--- config.mk ---
export PLATFORM = sky130hd
export DESIGN_NAME = dual_dac_regfile
export DESIGN_NICKNAME = d
export VERILOG_FILES = /design/src/rtl/dac_if_pkg.sv /design/src/rtl/dac_pin_sync.sv /design/src/rtl/dac_strobe_decode.sv /design/src/rtl/dac_chan_regs.sv /design/src/rtl/dual_dac_regfile.sv
export SDC_FILE = /design/constraint.sdc
export NUM_CORES = 1
export LEC_CHECK = 0
export CAP_MARGIN = 5
export CELL_PAD_IN_SITES_DETAIL_PLACEMENT = 1
export CELL_PAD_IN_SITES_GLOBAL_PLACEMENT = 1
export CORE_AREA = 8 8 99 92
export CTS_CLUSTER_SIZE = 14
export DETAILED_ROUTE_END_ITERATION = 10
export DIE_AREA = 0 0 107 100
export DONT_BUFFER_PORTS = 1
export GPL_TIMING_DRIVEN = 0
export PLACE_DENSITY_LB_ADDON = 0.1
export SLEW_MARGIN = 20
export SYNTH_ARGS = -nofsm -noshare
export SYNTH_HDL_FRONTEND = slang
export SYNTH_SLANG_ARGS = --single-unit
--- constraint.sdc ---
create_clock -name clk -period 2.7 [get_ports clk]
set_clock_uncertainty 0.15 [all_clocks]
set_input_delay 0.27 -clock clk [delete_from_list [all_inputs] [get_ports clk]]
set_output_delay 0.27 -clock clk [all_outputs]
set_load 0.03 [all_outputs]
--- src/rtl/dac_if_pkg.sv ---
package dac_if_pkg;

    localparam int CODE_W = 12;
    localparam int NUM_CH = 2;

    typedef struct packed {
        logic [CODE_W-1:0] code;
        logic              gain;
        logic              buf_en;
    } chan_cfg_t;

    typedef struct packed {
        logic              cs_n;
        logic              wr_n;
        logic              load_n;
        logic              clr_n;
        logic              pd_n;
        logic              sel;
        logic              gain;
        logic              buf_en;
        logic [CODE_W-1:0] data;
    } pin_bus_t;

    localparam int PIN_W = $bits(pin_bus_t);

    function automatic pin_bus_t pins_idle();
        pin_bus_t p;
        p        = '0;
        p.cs_n   = 1'b1;
        p.wr_n   = 1'b1;
        p.load_n = 1'b1;
        p.clr_n  = 1'b1;
        p.pd_n   = 1'b1;
        return p;
    endfunction

    function automatic chan_cfg_t cfg_from_pins(pin_bus_t p);
        chan_cfg_t c;
        c.code   = p.data;
        c.gain   = p.gain;
        c.buf_en = p.buf_en;
        return c;
    endfunction

endpackage

--- src/rtl/dac_pin_sync.sv ---
module dac_pin_sync #(
    parameter int              WIDTH   = 8,
    parameter int              STAGES  = 2,
    parameter logic [WIDTH-1:0] RST_VAL = '0
) (
    input  logic             clk,
    input  logic             rst,
    input  logic [WIDTH-1:0] pins,
    output logic [WIDTH-1:0] now_q,
    output logic [WIDTH-1:0] prev_q
);
    logic [WIDTH-1:0] chain [STAGES];

    genvar s;
    generate
        for (s = 0; s < STAGES; s++) begin : g_stage
            if (s == 0) begin : g_first
                always_ff @(posedge clk) begin
                    if (rst) chain[s] <= RST_VAL;
                    else     chain[s] <= pins;
                end
            end else begin : g_next
                always_ff @(posedge clk) begin
                    if (rst) chain[s] <= RST_VAL;
                    else     chain[s] <= chain[s-1];
                end
            end
        end
    endgenerate

    always_ff @(posedge clk) begin
        if (rst) prev_q <= RST_VAL;
        else     prev_q <= chain[STAGES-1];
    end

    assign now_q = chain[STAGES-1];
endmodule

--- src/rtl/dac_strobe_decode.sv ---
module dac_strobe_decode
    import dac_if_pkg::*;
(
    input  logic      clk,
    input  logic      rst,
    input  pin_bus_t  now_s,
    input  pin_bus_t  prev_s,
    output logic      wr_evt,
    output logic      wr_sel,
    output chan_cfg_t wr_word,
    output logic      load_act,
    output logic      clr_act,
    output logic      pd_act
);
    logic pd_q;

    always_comb begin
        clr_act  = ~now_s.clr_n;
        load_act = ~now_s.load_n & ~clr_act;
        // a write completes when the strobe rises; select, address and
        // word are taken from the last sample while the strobe was low
        wr_evt   = now_s.wr_n & ~prev_s.wr_n & ~prev_s.cs_n & ~clr_act;
        wr_sel   = prev_s.sel;
        wr_word  = cfg_from_pins(prev_s);
    end

    always_ff @(posedge clk) begin
        if (rst) pd_q <= 1'b0;
        else     pd_q <= ~now_s.pd_n;
    end

    assign pd_act = pd_q;
endmodule

--- src/rtl/dac_chan_regs.sv ---
module dac_chan_regs
    import dac_if_pkg::*;
#(
    parameter logic CH_SEL = 1'b0
) (
    input  logic      clk,
    input  logic      rst,
    input  logic      wr_evt,
    input  logic      wr_sel,
    input  chan_cfg_t wr_word,
    input  logic      load_act,
    input  logic      clr_act,
    output chan_cfg_t stage_q,
    output chan_cfg_t out_q
);
    chan_cfg_t stage_nxt;

    always_comb begin
        stage_nxt = stage_q;
        if (wr_evt && (wr_sel == CH_SEL)) stage_nxt = wr_word;
    end

    always_ff @(posedge clk) begin
        if (rst || clr_act) begin
            stage_q <= '0;
            out_q   <= '0;
        end else begin
            stage_q <= stage_nxt;
            if (load_act) out_q <= stage_nxt;
        end
    end
endmodule

--- src/rtl/dual_dac_regfile.sv ---
module dual_dac_regfile
    import dac_if_pkg::*;
#(
    parameter int SYNC_STAGES = 2
) (
    input  logic              clk,
    input  logic              rst,
    input  logic              cs_n,
    input  logic              wr_n,
    input  logic              addr,
    input  logic [CODE_W-1:0] data_in,
    input  logic              gain_in,
    input  logic              buf_in,
    input  logic              load_n,
    input  logic              clr_n,
    input  logic              pd_n,
    output logic [CODE_W-1:0] a_code,
    output logic              a_gain,
    output logic              a_buf,
    output logic [CODE_W-1:0] b_code,
    output logic              b_gain,
    output logic              b_buf,
    output logic              pwr_down
);
    localparam pin_bus_t IDLE = pins_idle();

    pin_bus_t  raw_pins;
    pin_bus_t  now_s;
    pin_bus_t  prev_s;
    logic      wr_evt;
    logic      wr_sel;
    chan_cfg_t wr_word;
    logic      load_act;
    logic      clr_act;
    logic      pd_act;
    chan_cfg_t stage_q [NUM_CH];
    chan_cfg_t out_q   [NUM_CH];

    always_comb begin
        raw_pins.cs_n   = cs_n;
        raw_pins.wr_n   = wr_n;
        raw_pins.load_n = load_n;
        raw_pins.clr_n  = clr_n;
        raw_pins.pd_n   = pd_n;
        raw_pins.sel    = addr;
        raw_pins.gain   = gain_in;
        raw_pins.buf_en = buf_in;
        raw_pins.data   = data_in;
    end

    dac_pin_sync #(
        .WIDTH  (PIN_W),
        .STAGES (SYNC_STAGES),
        .RST_VAL(IDLE)
    ) sync_i (
        .clk   (clk),
        .rst   (rst),
        .pins  (raw_pins),
        .now_q (now_s),
        .prev_q(prev_s)
    );

    dac_strobe_decode dec_i (
        .clk     (clk),
        .rst     (rst),
        .now_s   (now_s),
        .prev_s  (prev_s),
        .wr_evt  (wr_evt),
        .wr_sel  (wr_sel),
        .wr_word (wr_word),
        .load_act(load_act),
        .clr_act (clr_act),
        .pd_act  (pd_act)
    );

    genvar ch;
    generate
        for (ch = 0; ch < NUM_CH; ch++) begin : g_chan
            dac_chan_regs #(.CH_SEL(1'(ch))) regs_i (
                .clk     (clk),
                .rst     (rst),
                .wr_evt  (wr_evt),
                .wr_sel  (wr_sel),
                .wr_word (wr_word),
                .load_act(load_act),
                .clr_act (clr_act),
                .stage_q (stage_q[ch]),
                .out_q   (out_q[ch])
            );
        end
    endgenerate

    assign a_code   = out_q[0].code;
    assign a_gain   = out_q[0].gain;
    assign a_buf    = out_q[0].buf_en;
    assign b_code   = out_q[1].code;
    assign b_gain   = out_q[1].gain;
    assign b_buf    = out_q[1].buf_en;
    assign pwr_down = pd_act;
endmodule

==> results.yml <==
drt:
  routedWlPerCell_um: 19.5
  drcViolationCount: 0
  ant_nets: 0
  vias: 2743
  via_per_inst: 5.41
  dr.first_iter.drc_count: 79
  drt_pass1_iterations: 4
  wl_um: 9860
clock_tree:
  postCtsResizedCells: 0
  cts_setup_buffers: 0
  tritoncts: "yes"
  clock-sinks: 114
  numCtsBuffers: 17
  cts_htree_levels: 4
  root_buffer: "clkbuf_8"
  cts_buffer_depth: 2
  ctsHoldBuffers: 32
  clk_pin_slew_ps: 60
  clkLatencyLatePin_ps: 510
min_path:
  whs_path_depth: 2
  worstHoldStart: "rst"
  holdPathEnd: "sync_i.chain[0][0]$_SDFF_PP0_"
  hp-class: "in -> reg"
grt:
  grt_pass1_wl_um: 15600
  grt_pass1_vias: 2874
  antenna_found_initial: 0
  grt_max_degree: 17
  grt_usage: 0.192
  grt-ovfl-total: 0
logic_synthesis:
  ys_ff_latch: 114
  syn_inst: 347
  async_flop_share: 0
  syn_avg_cell_area_um2: 10.6
  synth_edf_count: 0
  synth_cell_types: 22
  ys.flop_type: "dfxtp_1"
  syn-num-nets: 369
  synth_top_area_frac: 0.623
  synth_top_area_cell: "dfxtp_1"
  syn_area_um2: 3660
  ys_warn_count: 0
  yosysSeqAreaShare: 0.623
  ys_top_cells_by_area: "dfxtp_1, o21ai_0, nor2b_1"
timing:
  post-route-min-period_ps: 1750
  post-route-period-util: 0.648
  fmax_ghz: 0.571
  fin_setup_tns_ps: 0
  relSlewSlack: 0.661
  worst_pin_slew_ps: 508
  setup_viol: 0
  worst_hold_slack_ps: 38.6
  finalMaxSlewViolations: 0
  final_hold_viol_count: 0
  grt_setup_unrepaired: "no"
die:
  num_rows: 30
  dieHeight_um: 100
  design.core.area_um2: 7390
  die_width_um: 107
  io_pins: 51
  start_util: 0.495
  dieArea_um2: 10700
worst_setup_path:
  cp_max_fo: 10
  timing.rr.start: "sync_i.prev_q[14]$_SDFF_PP0_"
  rr_worst_depth: 4
  r2r_slack_ps: 950
  crit_type: "reg -> reg"
  cp.required_ps: 2920
  crit_path_end_kind: "flop"
  cp.arrival_ps: 1970
  start_kind: "flop"
  reg2reg_to: "g_chan[1].regs_i.out_q[12]$_SDFFE_PP0P_"
flow_run:
  drv_cap: 0
pwr:
  pwr_density_cell_nw_per_um2: 923
  p_int_mw: 3.46
  power_frac_seq: 0.411
  power.switching_uw: 929
  combPwrFrac: 0.035
  finalPower_mw: 4.39
  sw_frac_of_total: 0.212
  ir_drop_mv: 0.565
  power_leakage_nw: 1.81
  pwr-share-clk: 0.554
finish:
  multi_input_area_um2: 1180
  fill_cells: 741
  fin_area_um2: 4750
  final_net_count: 420
  antenna_cells: 0
  area_delta_synth_final_pct: 29.7
  register_area_um2: 2280
  drive_gt1_frac: 0.190
placement:
  globalplace.congestion: 0.760
  post-dp-hpwl_um: 5490
  placed_area_um2: 3780
  port_buffers: 0
run_status:
  status: "finished, final reports clean"
per-stage QoR:
step | cells | worst slack [ps] | utilization
after global routing | 507 | 877 | 0.642
after global placement | 443 | 1130 | 0.512
final | 507 | 950 | 0.642
after detailed placement | 443 | 1090 | 0.512
after CTS | 507 | 947 | 0.642
after floorplan | 347 | 1380 | -
critical path, cell delays in order (launching register included):
cell	delay [ps]
dfxtp_1	350
clkinv_1	260
clkbuf_1	320
o21ai_0	360
a31oi_1	170
final cells by class:
type,instances,share of cell area
buffer,28,0.0398
clock inverter,12,0.0427
clock buffer,20,0.0938
tap,96,0.0253
inverter,2,0.00158
multi-input combinational,203,0.249
sequential,114,0.480
timing repair buffer,32,0.0674
metal layers:
layer,GRT usage,routed length (µm),part of all wire
met4,0.0843,197,0.020
met1,0.209,3970,0.40
met5,0,0,0
met2,0.329,5080,0.52
met3,0.0673,607,0.062
power by group through the flow:
stage	clock network (mW)	logic (mW)	registers (mW)
2_1_floorplan	0	0.0846	1.82
3_3_place_gp	0	0.108	1.83
3_5_place_dp	0	0.111	1.84
4_1_cts	2.45	0.149	1.80
5_1_grt	2.55	0.167	1.81
6_report	2.43	0.153	1.80
state kept, by name (all words and copies together), names as in the netlist:
name / flops
g_chan.regs_i.out_q: 28
sync_i.prev_q: 17
g_chan.regs_i.stage_q: 28
dec_i.pd_act: 1
sync_i.chain: 40
cell families after synthesis:
kind of cell / Yosys count / share of synthesized area
AO/OA/AOI/OAI: 112 / 0.163
buffers and inverters: 30 / 0.0536
AND/OR/NAND/NOR: 91 / 0.161
flip-flops: 114 / 0.623
cells in the final DEF (no fill, tap or decap), types with 2 or more instances in the layout:
master	instances
or2_2	12
clkinvlp_4	4
buf_6	4
and2b_2	13
clkbuf_2	4
dlygate4sd3_1	32
a31oi_1	28
nand3_1	26
o21ai_0	50
buf_2	7
clkbuf_16	16
buf_12	2
a21oi_1	28
bufinv_16	5
nand3_2	2
buf_4	2
nor2b_1	34
clkbuf_1	10
clkbuf_8	3
o21ai_1	6
dfxtp_1	114
worst max-delay path by stage:
stage / startpoint / to / slack, ps / cells past startpoint
3_3_place_gp: sync_i.prev_q[14]$_SDFF_PP0_ / g_chan[1].regs_i.out_q[9]$_SDFFE_PP0P_ / 1130 / 4
5_1_grt: sync_i.prev_q[14]$_SDFF_PP0_ / g_chan[1].regs_i.out_q[12]$_SDFFE_PP0P_ / 880 / 4
3_5_place_dp: sync_i.prev_q[14]$_SDFF_PP0_ / g_chan[1].regs_i.out_q[12]$_SDFFE_PP0P_ / 1090 / 4
6_report: sync_i.prev_q[14]$_SDFF_PP0_ / g_chan[1].regs_i.out_q[12]$_SDFFE_PP0P_ / 950 / 4
4_1_cts: sync_i.prev_q[14]$_SDFF_PP0_ / g_chan[1].regs_i.out_q[12]$_SDFFE_PP0P_ / 950 / 4
2_1_floorplan: sync_i.prev_q[18]$_SDFF_PP1_ / g_chan[1].regs_i.out_q[2]$_SDFFE_PP0P_ / 1380 / 5
Yosys cell counts (all sizes together) (12+ instances only):
cell / count
a21oi: 28
a31oi: 28
and2b: 13
buf: 15
clkbuf: 13
dfxtp: 114
nand3: 28
nor2b: 34
o21ai: 56
or2: 12
Note: power is estimated with default switching activity, not from simulation.
